[config.mk]
export PLATFORM = sky130hd
export DESIGN_NAME = spi_reg_slave
export DESIGN_NICKNAME = d
export VERILOG_FILES = /design/src/rtl/spi_rs_pkg.sv /design/src/rtl/spi_pin_sync.sv /design/src/rtl/spi_edge_det.sv /design/src/rtl/spi_frame_rx.sv /design/src/rtl/spi_frame_tx.sv /design/src/rtl/spi_reg_slave.sv
export SDC_FILE = /design/constraint.sdc
export NUM_CORES = 1
export LEC_CHECK = 0
export ABC_AREA = 1
export BUFFER_PORTS_ARGS = -buffer_cell sky130_fd_sc_hd__buf_4
export CORE_MARGIN = 2
export CORE_UTILIZATION = 50
export DETAILED_ROUTE_END_ITERATION = 8
export GPL_TIMING_DRIVEN = 1
export PLACE_DENSITY = 0.81
export SLEW_MARGIN = 20
export SYNTH_ARGS = -nofsm -noshare
export SYNTH_HDL_FRONTEND = slang
export SYNTH_SLANG_ARGS = --single-unit
[constraint.sdc]
create_clock -name clk -period 2.4 [get_ports clk]
set_clock_uncertainty 0.15 [all_clocks]
set_input_delay 0.36 -clock clk [delete_from_list [all_inputs] [get_ports clk]]
set_output_delay 0.36 -clock clk [all_outputs]
set_load 0.005 [all_outputs]
[src/rtl/spi_rs_pkg.sv]
package spi_rs_pkg;
    localparam int HDR_BITS   = 4;
    localparam int DATA_W     = 12;
    localparam int ADDR_W     = 2;
    localparam int FRAME_BITS = HDR_BITS + DATA_W;
    localparam int NUM_FB     = 2 ** (ADDR_W + 1);
    localparam int FB_W       = NUM_FB * DATA_W;
    localparam int CNT_W      = $clog2(FRAME_BITS) + 1;
    localparam int IDX_W      = ADDR_W + 1;

    typedef struct packed {
        logic [ADDR_W-1:0] addr;
        logic              fb_sel;
        logic              ro;
    } hdr_t;

    typedef struct packed {
        hdr_t              hdr;
        logic [DATA_W-1:0] data;
    } frame_t;

    function automatic logic [IDX_W-1:0] fb_index(input hdr_t h);
        return {h.addr, h.fb_sel};
    endfunction
endpackage

[src/rtl/spi_pin_sync.sv]
module spi_pin_sync #(
    parameter int                WIDTH   = 3,
    parameter int                STAGES  = 2,
    parameter logic [WIDTH-1:0]  RST_VAL = '0
) (
    input  logic             clk,
    input  logic             rst,
    input  logic [WIDTH-1:0] pin_i,
    output logic [WIDTH-1:0] lvl_o
);
    logic [WIDTH-1:0] chain [STAGES];

    genvar g;
    generate
        for (g = 0; g < STAGES; g++) begin : g_stage
            if (g == 0) begin : g_first
                always_ff @(posedge clk) begin
                    if (rst) chain[g] <= RST_VAL;
                    else     chain[g] <= pin_i;
                end
            end else begin : g_next
                always_ff @(posedge clk) begin
                    if (rst) chain[g] <= RST_VAL;
                    else     chain[g] <= chain[g-1];
                end
            end
        end
    endgenerate

    assign lvl_o = chain[STAGES-1];
endmodule

[src/rtl/spi_edge_det.sv]
module spi_edge_det #(
    parameter int               WIDTH   = 2,
    parameter logic [WIDTH-1:0] RST_VAL = '0
) (
    input  logic             clk,
    input  logic             rst,
    input  logic [WIDTH-1:0] lvl_i,
    output logic [WIDTH-1:0] rise_o,
    output logic [WIDTH-1:0] fall_o
);
    logic [WIDTH-1:0] last_q;

    always_ff @(posedge clk) begin
        if (rst) last_q <= RST_VAL;
        else     last_q <= lvl_i;
    end

    assign rise_o = lvl_i & ~last_q;
    assign fall_o = ~lvl_i & last_q;
endmodule

[src/rtl/spi_frame_rx.sv]
module spi_frame_rx
    import spi_rs_pkg::*;
(
    input  logic              clk,
    input  logic              rst,
    input  logic              cs_n_lvl,
    input  logic              cs_fall,
    input  logic              cs_rise,
    input  logic              sck_rise,
    input  logic              mosi_lvl,
    output hdr_t              hdr_now_o,
    output logic [CNT_W-1:0]  cnt_o,
    output hdr_t              last_hdr_o,
    output logic              wr_stb_o,
    output logic [ADDR_W-1:0] wr_addr_o,
    output logic [DATA_W-1:0] wr_data_o,
    output logic              fail_o
);
    localparam logic [CNT_W-1:0] CNT_FULL = CNT_W'(FRAME_BITS);
    localparam logic [CNT_W-1:0] CNT_SAT  = '1;

    logic [FRAME_BITS-1:0] shift_q;
    frame_t                frm;

    assign frm       = frame_t'(shift_q);
    assign hdr_now_o = hdr_t'(shift_q[HDR_BITS-1:0]);

    always_ff @(posedge clk) begin
        if (rst) begin
            shift_q    <= '0;
            cnt_o      <= '0;
            last_hdr_o <= '0;
            wr_stb_o   <= 1'b0;
            wr_addr_o  <= '0;
            wr_data_o  <= '0;
            fail_o     <= 1'b0;
        end else begin
            wr_stb_o <= 1'b0;
            fail_o   <= 1'b0;
            if (cs_fall) begin
                shift_q <= '0;
                cnt_o   <= '0;
            end else if (!cs_n_lvl && sck_rise) begin
                shift_q <= {shift_q[FRAME_BITS-2:0], mosi_lvl};
                if (cnt_o != CNT_SAT) cnt_o <= cnt_o + 1'b1;
            end
            if (cs_rise) begin
                if (cnt_o == CNT_FULL) begin
                    last_hdr_o <= frm.hdr;
                    if (!frm.hdr.ro) begin
                        wr_stb_o  <= 1'b1;
                        wr_addr_o <= frm.hdr.addr;
                        wr_data_o <= frm.data;
                    end
                end else begin
                    fail_o <= 1'b1;
                end
            end
        end
    end
endmodule

[src/rtl/spi_frame_tx.sv]
module spi_frame_tx
    import spi_rs_pkg::*;
(
    input  logic              clk,
    input  logic              rst,
    input  logic              cs_n_lvl,
    input  logic              cs_fall,
    input  logic              sck_fall,
    input  logic [CNT_W-1:0]  cnt_i,
    input  hdr_t              hdr_now_i,
    input  hdr_t              last_hdr_i,
    input  logic [FB_W-1:0]   fb_words_i,
    output logic              miso_o,
    output logic              miso_oe_o
);
    localparam logic [CNT_W-1:0] CNT_HDR = CNT_W'(HDR_BITS);

    logic [DATA_W-1:0]     words [NUM_FB];
    logic [FRAME_BITS-1:0] tx_q;

    genvar w;
    generate
        for (w = 0; w < NUM_FB; w++) begin : g_word
            assign words[w] = fb_words_i[w*DATA_W +: DATA_W];
        end
    endgenerate

    always_ff @(posedge clk) begin
        if (rst) begin
            tx_q <= '0;
        end else if (cs_fall) begin
            tx_q <= {last_hdr_i, {DATA_W{1'b0}}};
        end else if (!cs_n_lvl && sck_fall) begin
            if (cnt_i == CNT_HDR) tx_q <= {words[fb_index(hdr_now_i)], {HDR_BITS{1'b0}}};
            else                  tx_q <= {tx_q[FRAME_BITS-2:0], 1'b0};
        end
    end

    assign miso_oe_o = ~cs_n_lvl;
    assign miso_o    = cs_n_lvl ? 1'b0 : tx_q[FRAME_BITS-1];
endmodule

[src/rtl/spi_reg_slave.sv]
module spi_reg_slave
    import spi_rs_pkg::*;
#(
    parameter int SYNC_STAGES = 2
) (
    input  logic              clk,
    input  logic              rst,
    input  logic              spi_cs_n,
    input  logic              spi_sck,
    input  logic              spi_mosi,
    output logic              spi_miso,
    output logic              spi_miso_oe,
    input  logic [FB_W-1:0]   fb_words_i,
    output logic              wr_stb_o,
    output logic [ADDR_W-1:0] wr_addr_o,
    output logic [DATA_W-1:0] wr_data_o,
    output logic              clk_fail_o
);
    logic [2:0]       pins_lvl;
    logic [1:0]       ctl_rise;
    logic [1:0]       ctl_fall;
    logic [CNT_W-1:0] bit_cnt;
    hdr_t             hdr_now;
    hdr_t             last_hdr;

    spi_pin_sync #(.WIDTH(3), .STAGES(SYNC_STAGES), .RST_VAL(3'b100)) u_sync (
        .clk   (clk),
        .rst   (rst),
        .pin_i ({spi_cs_n, spi_sck, spi_mosi}),
        .lvl_o (pins_lvl)
    );

    spi_edge_det #(.WIDTH(2), .RST_VAL(2'b10)) u_edge (
        .clk    (clk),
        .rst    (rst),
        .lvl_i  (pins_lvl[2:1]),
        .rise_o (ctl_rise),
        .fall_o (ctl_fall)
    );

    spi_frame_rx u_rx (
        .clk        (clk),
        .rst        (rst),
        .cs_n_lvl   (pins_lvl[2]),
        .cs_fall    (ctl_fall[1]),
        .cs_rise    (ctl_rise[1]),
        .sck_rise   (ctl_rise[0]),
        .mosi_lvl   (pins_lvl[0]),
        .hdr_now_o  (hdr_now),
        .cnt_o      (bit_cnt),
        .last_hdr_o (last_hdr),
        .wr_stb_o   (wr_stb_o),
        .wr_addr_o  (wr_addr_o),
        .wr_data_o  (wr_data_o),
        .fail_o     (clk_fail_o)
    );

    spi_frame_tx u_tx (
        .clk        (clk),
        .rst        (rst),
        .cs_n_lvl   (pins_lvl[2]),
        .cs_fall    (ctl_fall[1]),
        .sck_fall   (ctl_fall[0]),
        .cnt_i      (bit_cnt),
        .hdr_now_i  (hdr_now),
        .last_hdr_i (last_hdr),
        .fb_words_i (fb_words_i),
        .miso_o     (spi_miso),
        .miso_oe_o  (spi_miso_oe)
    );
endmodule

-- Yosys cells after proc, flatten, opt, wreduce, memory -nomap -nowiden
Memories as Yosys holds them, arrays and structs flattened.
Cells that the tools add are included.
Widths: inputs -> output; s select.
- register bits after elaboration: 59
- RAM bits: 6
- output and inout bits: 18
- logic and storage cells: 53
- memories kept: 1
- add/subtract/negate cells: 1
- order comparisons: 1
- eq/ne operators: 3
- multiplexer cells: 14
- bitwise logic cells: 11
- reductions and logical operators: 10
- memories (name ; words ; bits a word ; rd ports ; clocked after memory_dff ; write ports ; RTL line ; source):
    u_sync.chain ; 2 ; 3 ; 2 ; 0 ; 2 ; spi_pin_sync.sv:11 ; logic [WIDTH-1:0] chain [STAGES];
- operators with widths (cell ; count):
    $mux 16 ; 3
    $bmux 12 s3 ; 1
    $mux 12 ; 2
    $mux 1 ; 6
    $mux 3 ; 2
    $add 5x1->5 const B ; 1
    $eq 5x3->1 const B ; 1
    $eq 5x5->1 const B ; 1
    $ne 5x5->1 const B ; 1
    $and 2x2->2 ; 2
    $ge 4x4->1 const B ; 1
    $not 1->1 ; 4
    $not 2->2 ; 2
    $not 3->4 ; 1
    $reduce_and 2->1 ; 2
    $reduce_or 2->1 ; 2
    $reduce_and 3->1 ; 1
    $reduce_or 3->1 ; 1
    $logic_and 1x1->1 ; 2
    $or 1x1->1 ; 2
    $reduce_bool 2->1 ; 1
    $logic_not 1->1 ; 1

-- Depth between registers and ports, before layout
Gate-level depths: netlist of the first run.
- depth in word-level cells: 7
- gate-level depth with buffers: 9
- depth with buffers taken out: 9

-- Cells and area by module
A second synthesis of the first run with hierarchy kept.
- cell total of the unflattened synthesis: 540
- area, all modules: 3538.4 µm²
- by module, submodules not included (module ; instances ; cells each ; area each (µm²) ; seq. area each (µm²)):
    spi_frame_rx ; 1 ; 211 ; 1740.4 ; 820.8
    spi_frame_tx ; 1 ; 297 ; 1547.7 ; 240.2
    spi_pin_sync ; 1 ; 19 ; 168.9 ; 120.1
    spi_edge_det ; 1 ; 13 ; 81.3 ; 40.0

-- Least setup slack after synthesis of the first run
OpenSTA, ideal clock, no wires.
- kind: register -> register
- start point: register u_rx.cnt_o[0]
- end point: register u_rx.cnt_o[3]
- library setup time: 124 ps
- arrival time: 1289 ps
- required time: 2126 ps
- setup slack: 837 ps
- cell stages (with the launch flop): 10
- buffers on the path: 0
- period minus slack after synthesis: 1563 ps
- cells stage by stage: dfxtp_1 > ha_1 > inv_1 > nor3_1 > ha_1 > nor2_4 > inv_1 > nor2_1 > o21ai_0 > a21oi_1
- word-level cells in the longest chain between the ends: 2
- ends and longest elaborated chain (element ; RTL line ; source):
    from (decl) ; spi_frame_rx.sv:12 ; output logic [CNT_W-1:0] cnt_o,
    from (signal assigned) ; spi_frame_rx.sv:45 ; if (cnt_o != CNT_SAT) cnt_o <= cnt_o + 1'b1;
    branches (longest 2 deep; another with $add 5x1->5) ; n/a ;
Parallel ways; which one is timed is not known.
A chain may end at the register's enable or synchronous reset.

-- Worst setup path after layout of the first run
- start point: register u_rx.cnt_o[0]
- end point: register u_rx.wr_data_o[3]
- word-level cells in the longest chain between the ends: 2
- ends and longest elaborated chain (element ; RTL line ; source):
    $eq 5x5->1 ; spi_frame_rx.sv:48 ; if (cnt_o == CNT_FULL) begin
    $reduce_and 3->1 (no source line) ; n/a ;
    to (signal assigned) ; spi_frame_rx.sv:53 ; wr_data_o <= frm.data;
    to (decl) ; spi_frame_rx.sv:16 ; output logic [DATA_W-1:0] wr_data_o,
Every way passes these cells.

==> key figures, run 1 <==
Worst hold path
  – Hold Path End: u_sync.chain[0][2]$_SDFF_PP1_
  – Hold crit path type: primary input to flop
  – Min-delay src: spi_cs_n
  – WHS Path Cells: 2

Worst setup path
  – Critical path startpoint category: flop
  – Worst r2r src: u_rx.cnt_o[0]$_SDFFE_PP0P_
  – R2r setup slk: about 0.56 ns
  – Worst path required time: 2.53 ns
  – CP max FO: 16
  – Crit path capture type: flop
  – FF-to-FF path depth: 8
  – Critical setup path kind: flop to flop
  – R2r endpoint: u_rx.wr_data_o[3]$_SDFFE_PP0P_
  – CP arrival: 1.97 ns

Placed design
  – Setup WS pre-CTS: 0.598 ns
  – Post-DP HPWL: 6360 um
  – # port buffers: 118
  – GPL Wtd Cong: 0.878

Global routing
  – Initial antenna violation count: 0
  – Global route total overflow: 0
  – Vias in the first global route: about 3300
  – Largest net degree at the start of global routing: 51
  – First-pass GRT wire length: 14700 um
  – GRT Util Overall: 25.2%

CTS
  – Clock Tree Root: clkbuf_8
  – H-tree depth: 3
  – CTS Sinks: about 60
  – Worst skew pair latency: roughly 0.34 ns
  – Post-CTS setup buffer count: 0
  – Hold_buf cts: 0
  – CTS resizes: 0
  – Total CTS buffers: 9
  – CTS tree: yes
  – Max Buffers Root-to-Sink: 2
  – Clock-pin slew of the registers on the worst-case setup and hold paths: roughly 0.060 ns

Run status
  – Status: complete, no violations

STA
  – Worst Slack Setup Final: roughly 0.56 ns
  – Final Hold Fails: 0
  – Share of the clock period used by the worst path: 76.6%
  – Actual slew at the worst max-slew pin: about 0.78 ns
  – RSZ-0062 raised after global routing: false
  – # setup viols final: 0
  – Final worst path period need: 1.84 ns
  – Max-slew violations: 0
  – Slew margin rel.: 48.3%
  – Setup TNS: 0 ns
  – Max Clk Rate: 544 MHz

Floorplan
  – Die Width: 84.9 um
  – Starting Density: 51.6%
  – Row count: 29
  – Die height: 84.9 um
  – Area of the core: 0.00635 mm2
  – Num ports: about 120
  – Die area: 0.00721 mm2

Route
  – Vias per cell: 5.16
  – DRT iter0 DRCs: 246
  – DRT Pass-1 Iters: 4
  – DR vias: 3592
  – Routed wire length: 8950 um
  – Antenna Nets Post-Route: 0
  – Routed WL per cell: 12.9 um
  – DRC: 0

Yosys
  – Seq/Total Area, Yosys: 37.3%
  – Synthesized flop and latch total: just over 60
  – Yosys cell types: 28
  – Synthesized area: 0.00328 mm2
  – Ranking of synthesized cells by area: dfxtp_1 (37%), nand2_1 (12%), nand3_1 (8.7%), nor2_1 (7.9%), inv_1 (7.2%)
  – Post-synth top area share: 37.3%
  – Ys Warns: 0
  – Post-synthesis net count: 612
  – Largest area contributor in the netlist: dfxtp_1
  – Post-Syn Instances: 508
  – Synthesized area per cell: between 6 and 7 um2

Layout
  – Share of cells above drive strength 1: about a quarter
  – Footprint of the multi-input gates: 0.00165 mm2
  – Antenna cells: 0
  – Total area of sequential cells: 0.00122 mm2
  – Fillers: 550
  – Layout Nets: a little over 700
  – Post-layout util: 68.5%
  – Area Growth Syn to Fin: 32.8%

Power
  – VDD IR-drop max: 0.450 mV
  – Cell Pwr Density: 490 mW/mm2
  – Overall power: 2.13 mW
  – Leak pwr: 2.07 nW

Job
  – Maxcap violations: 0
worst max-delay path, stage by stage (launching register included):
cell and delay [ns]:
dfxtp_1 0.34, inv_1 0.07, ha_1 0.18, nand2_1 0.10
nor3_4 0.20, nand3_4 0.23, nor2_4 0.34, nand2_1 0.11
nand2_1 0.07
cell usage in the layout, fill, tap and decap left out:
cell / count
a211oi_1: 3
buf_4: 124
inv_2: 4
nand2_2: 2
nor4_1: 1
nand3_4: 1
nand4_1: 1
or2_1: 1
nand2_1: 101
ha_1: 3
clkbuf_8: 13
o211ai_1: 6
o211ai_2: 2
o22ai_1: 4
a21oi_1: 44
or2_2: 2
nor3_1: 1
inv_1: 63
nor2_1: 69
nor3_4: 1
nand3_1: 57
clkbuf_1: 1
clkinvlp_4: 2
dfxtp_1: 61
o21ai_0: 33
o21ai_1: 17
nor2_4: 2
kinds of logic after synthesis:
family / after synthesis / share of synthesized area, %
simple gates: 239 / 31.4
flops: 61 / 37.3
buf+inv: 96 / 12.2
compound gates: 109 / 18.0
fa+ha+maj: 3 / 1.15
power by group:
part           internal (mW)  switching, mW
sequential              1.02        0.00417
clock                  0.488          0.381
combinational          0.142         0.0974
Yosys cell counts:
cell        n
nand2_1   101
nor2_1     69
inv_1      63
dfxtp_1    61
nand3_1    57
a21oi_1    44
o21ai_0    33
o21ai_1    17
buf_2      16
clkbuf_1    9
o211ai_1    6
inv_2       4
o22ai_1     4
a211oi_1    3
ha_1        3
buf_6       2
nand2_2     2
nor2_4      2
o211ai_2    2
or2_2       2
buf_4       1
clkbuf_2    1
nand3_4     1
nand4_1     1
nor3_1      1
nor3_4      1
nor4_1      1
or2_1       1
cell type report:
type / count / area share (%)
Clock buffer: 14 / 4.20
Clock inverter: 2 / 0.345
Tap cell: 77 / 2.21
Multi-Input combinational cell: 351 / 38.0
Timing Repair Buffer: 124 / 21.4
Inverter: 67 / 5.78
Sequential cell: 61 / 28.1
sequential cells by signal (all words and copies together) (netlist names):
signal	flops
u_tx.tx_q	12
u_edge.last_q	2
u_rx.fail_o	1
u_rx.cnt_o	5
u_rx.wr_stb_o	1
u_sync.chain	6
u_rx.wr_addr_o	2
u_rx.frm	16
u_rx.wr_data_o	12
u_rx.last_hdr_o	4
layer usage:
layer / share of wire (%) / vias to the layer above / GRT usage, %
met5: 0 / - / 0
met4: 2.5 / 0 / 10.4
met3: 5.3 / 23 / 7.88
met2: 51 / 108 / 43.0
met1: 42 / 1616 / 29.4
li1: - / 1845 / -
through the flow:
| step | instance area (um2) | hold slack [ns] | cells |
|---|---|---|---|
| 4_1_cts | 4350 | 0.0325 | 696 |
| 5_1_grt | 4350 | 0.0372 | 696 |
| 6_report | 4350 | 0.0504 | 696 |
| 3_5_place_dp | 4150 | 0.251 | 680 |
| 2_1_floorplan | 3280 | 0.238 | 508 |
| 3_3_place_gp | 4150 | 0.247 | 680 |
worst max-delay path by stage:
stage	from	endpoint	slack, ns
6_report	u_rx.cnt_o[0]$_SDFFE_PP0P_	u_rx.wr_data_o[3]$_SDFFE_PP0P_	0.56
5_1_grt	u_rx.cnt_o[0]$_SDFFE_PP0P_	u_rx.wr_data_o[4]$_SDFFE_PP0P_	0.39
4_1_cts	u_rx.cnt_o[0]$_SDFFE_PP0P_	u_rx.wr_data_o[3]$_SDFFE_PP0P_	0.57
3_5_place_dp	u_rx.cnt_o[0]$_SDFFE_PP0P_	u_rx.wr_data_o[3]$_SDFFE_PP0P_	0.60
3_3_place_gp	u_rx.frm[1]$_SDFFE_PP0P_	u_tx.tx_q[6]$_SDFFE_PP0P_	0.67
2_1_floorplan	u_rx.cnt_o[0]$_SDFFE_PP0P_	u_rx.cnt_o[3]$_SDFFE_PP0P_	0.84
(Power assumes the default switching activity.)
==> run 2, diff against run 1 <==
--- a/config.mk
+++ b/config.mk
@@ -5,13 +5,13 @@
 export SDC_FILE = /design/constraint.sdc
 export NUM_CORES = 1
 export LEC_CHECK = 0
-export ABC_AREA = 1
+export ABC_AREA = 0
 export BUFFER_PORTS_ARGS = -buffer_cell sky130_fd_sc_hd__buf_4
 export CORE_MARGIN = 2
-export CORE_UTILIZATION = 50
+export CORE_UTILIZATION = 48
 export DETAILED_ROUTE_END_ITERATION = 8
 export GPL_TIMING_DRIVEN = 1
-export PLACE_DENSITY = 0.81
+export PLACE_DENSITY = 0.8
 export SLEW_MARGIN = 20
 export SYNTH_ARGS = -nofsm -noshare
 export SYNTH_HDL_FRONTEND = slang
==> constraint.sdc (replaced) <==
create_clock -name clk -period 1.7 [get_ports clk]
set_clock_uncertainty 0.15 [all_clocks]
set_input_delay 0.255 -clock clk [delete_from_list [all_inputs] [get_ports clk]]
set_output_delay 0.255 -clock clk [all_outputs]
set_load 0.005 [all_outputs]
==> key figures, run 2 <==
Run status
  – Status: finished with violations
  – Failing checks: setup timing

CTS
  – Worst skew pair latency: around 0.34 ns
  – Clock Tree Root: clkbuf_8
  – Clock-pin slew of the registers on the worst-case setup and hold paths: 0.07 ns
  – CTS Sinks: 61
  – H-tree depth: 3
  – Max Buffers Root-to-Sink: 2
  – CTS tree: yes
  – Total CTS buffers: 9

Yosys
  – Yosys cell types: 42
  – Synthesized area: slightly below 0.003 mm2
  – Post-synth EDFFs: 0
  – Most common cell in the netlist: dfxtp_1
  – Synthesized area per cell: about 11 um2
  – Post-synth top cells: dfxtp_1 (61), nand2_1 (35), mux4_2 (24)
  – Ys Warns: 0
  – Post-Syn Instances: 262
  – Synthesized flop and latch total: 61
  – Asr flop ratio synth: 0%
  – Post-synth top area share: a little over two fifths
  – Post-synthesis net count: roughly 370
  – Ranking of synthesized cells by area: dfxtp_1 (42%), mux4_2 (19%), mux2i_1 (5.2%), nand2_1 (4.5%), a22o_1 (4.2%)
  – Seq/Total Area, Yosys: 42.3%
  – Top_reg_cell synth: dfxtp_1
  – Largest area contributor in the netlist: dfxtp_1

STA
  – # setup viols final: 34
  – Hold_ws: between 0.009 and 0.01 ns
  – Actual slew at the worst max-slew pin: 0.561 ns
  – Worst Slack Setup Final: -0.199 ns
  – Max Clk Rate: 527 MHz
  – Share of the clock period used by the worst path: 112%
  – Final worst path period need: 1.90 ns
  – Max-slew violations: 0
  – Slew margin rel.: 62.4%
  – RSZ-0062 raised after global routing: true
  – Final Hold Fails: 0

Worst setup path
  – Worst path required time: 1.78 ns
  – R2r endpoint: u_rx.last_hdr_o[1]$_SDFFE_PP0P_
  – Critical path startpoint category: flop
  – Crit path capture type: flop
  – FF-to-FF path depth: 8
  – Critical setup path kind: flop to flop
  – R2r setup slk: -0.20 ns
  – CP arrival: 1.98 ns
  – Worst r2r src: u_rx.cnt_o[1]$_SDFFE_PP0P_
  – Worst Setup SP: u_rx.cnt_o[1]$_SDFFE_PP0P_
  – Setup crit end: u_rx.last_hdr_o[1]$_SDFFE_PP0P_
  – CP max FO: 4

Worst hold path
  – Hold crit path type: primary input to flop

Floorplan
  – Die height: 81.6 um
  – Die area: 0.00666 mm2
  – Row count: 28
  – Area of the core: 0.00589 mm2
  – Num ports: approximately 120
  – Die Width: slightly above 80 um
  – Starting Density: 49.1%

Power
  – VDD IR-drop max: 0.621 mV
  – Overall power: ~3.1 mW
  – Leak pwr: 1.82 nW
  – Cell Pwr Density: between 600 and 700 mW/mm2

Layout
  – Commonest non-fill, non-tap cell in the layout: buf_4
  – Area Growth Syn to Fin: 55.3%
  – Fillers: 380
  – Non-Filler Instances: 490
  – Design area: 0.00449 mm2
  – Most frequent cells in the layout: buf_4 (145), dfxtp_1 (56), nand2_1 (33), mux4_2 (24), a21oi_1 (16)
  – Share of cells above drive strength 1: between 50% and 60%
  – Layout Nets: approximately 510
  – Antenna cells: 0
  – Max reg flops: 16

Route
  – Antenna Nets Post-Route: 0
  – DRT iter0 DRCs: 132
  – DR vias: 2730
  – Routed wire length: 8180 um
  – Vias per cell: 5.57
  – DRC: 0
  – DRT Pass-1 Iters: 4
  – Routed WL per cell: 16.7 um

Job
  – Maxcap violations: 0

Placed design
  – DP Cell Count: roughly 470
  – GPL Wtd Cong: between 0.8 and 0.9
  – # port buffers: 118
  – Post-Place Cell Area: 0.00408 mm2
  – Setup WS pre-CTS: -0.146 ns
  – Post-DP HPWL: 5730 um

Global routing
  – Largest net degree at the start of global routing: 22
  – Global route total overflow: 0
  – Vias in the first global route: 2693
  – First-pass GRT wire length: between 10000 and 15000 um
  – Initial antenna violation count: 0
  – GRT Util Overall: 24.9%
-- run 2: area by class of cell --
| cell class | instances | area (um2) | share of cell area (%) |
|---|---|---|---|
| clock inverter | 5 | 75.1 | 1.67 |
| inverter | 5 | 21.3 | 0.474 |
| multi-input combinational | 177 | 1690 | 37.6 |
| clock buffer | 11 | 131 | 2.93 |
| timing repair buffer | 156 | 1240 | 27.7 |
| tap | 75 | 93.8 | 2.09 |
| sequential | 61 | 1230 | 27.5 |
-- run 2: repair_timing --
action,4_1_cts,5_1_grt
pin swaps,15,7
endpoints found under the setup margin,35,36
hold endpoints to repair,3,0
hold buffers,3,0
resized for setup,20,14
buffers inserted,3,2
cloned,0,0
-- run 2: power by group --
part	switching, mW	internal (mW)	total [mW]	leakage, nW
Sequential	0.00358	1.43	1.44	0.495
Clock	0.555	0.819	1.37	0.107
Combinational	0.0988	0.218	0.317	1.21
Total	0.657	2.47	3.13	1.82
-- run 2: metal layers --
layer	vias to the layer above	track usage, %	share of wire (%)
li1	1281	-	-
met1	1308	29.3	39
met2	123	43.4	53
met3	18	6.92	6.4
met4	0	9.00	2.2
met5	-	0	0
-- run 2: critical path, stage by stage (launching register included) --
cell,delay [ns]
dfxtp_4,0.37
inv_4,0.06
ha_4,0.13
nand4bb_1,0.17
or3_4,0.40
buf_6,0.14
buf_4,0.13
mux2i_1,0.18
nor2_1,0.06
-- run 2: kinds of logic after synthesis --
family	Yosys count	synth area share, %
XOR/XNOR	3	0.910
adder cells (fa/ha/maj)	3	1.30
multiplexers	39	23.9
buffers and inverters	24	3.94
flip-flops	61	42.3
AO/OA/AOI/OAI	53	13.6
AND/OR/NAND/NOR	79	14.0
-- run 2: worst min-delay path by stage --
| stage | cells past startpoint | slack (ns) | start | to |
|---|---|---|---|---|
| 6_report | 2 | 0.009 | spi_mosi | u_sync.chain[0][0]$_SDFF_PP0_ |
| 3_5_place_dp | 1 | 0.25 | u_sync.chain[0][2]$_SDFF_PP1_ | u_sync.chain[1][2]$_SDFF_PP1_ |
| 4_1_cts | 2 | 0.002 | spi_mosi | u_sync.chain[0][0]$_SDFF_PP0_ |
| 2_1_floorplan | 1 | 0.21 | spi_cs_n | u_sync.chain[0][2]$_SDFF_PP1_ |
| 3_3_place_gp | 1 | 0.24 | u_sync.chain[0][2]$_SDFF_PP1_ | u_sync.chain[1][2]$_SDFF_PP1_ |
| 5_1_grt | 2 | 0.02 | spi_mosi | u_sync.chain[0][0]$_SDFF_PP0_ |
-- run 2: per-stage QoR --
stage                     setup TNS, ns  utilization, %
after global placement            -2.14            69.3
after CTS                         -1.97            75.1
after floorplan                   -2.58               -
final                             -4.94            76.2
after global routing              -6.81            76.2
after detailed placement          -3.44            69.3
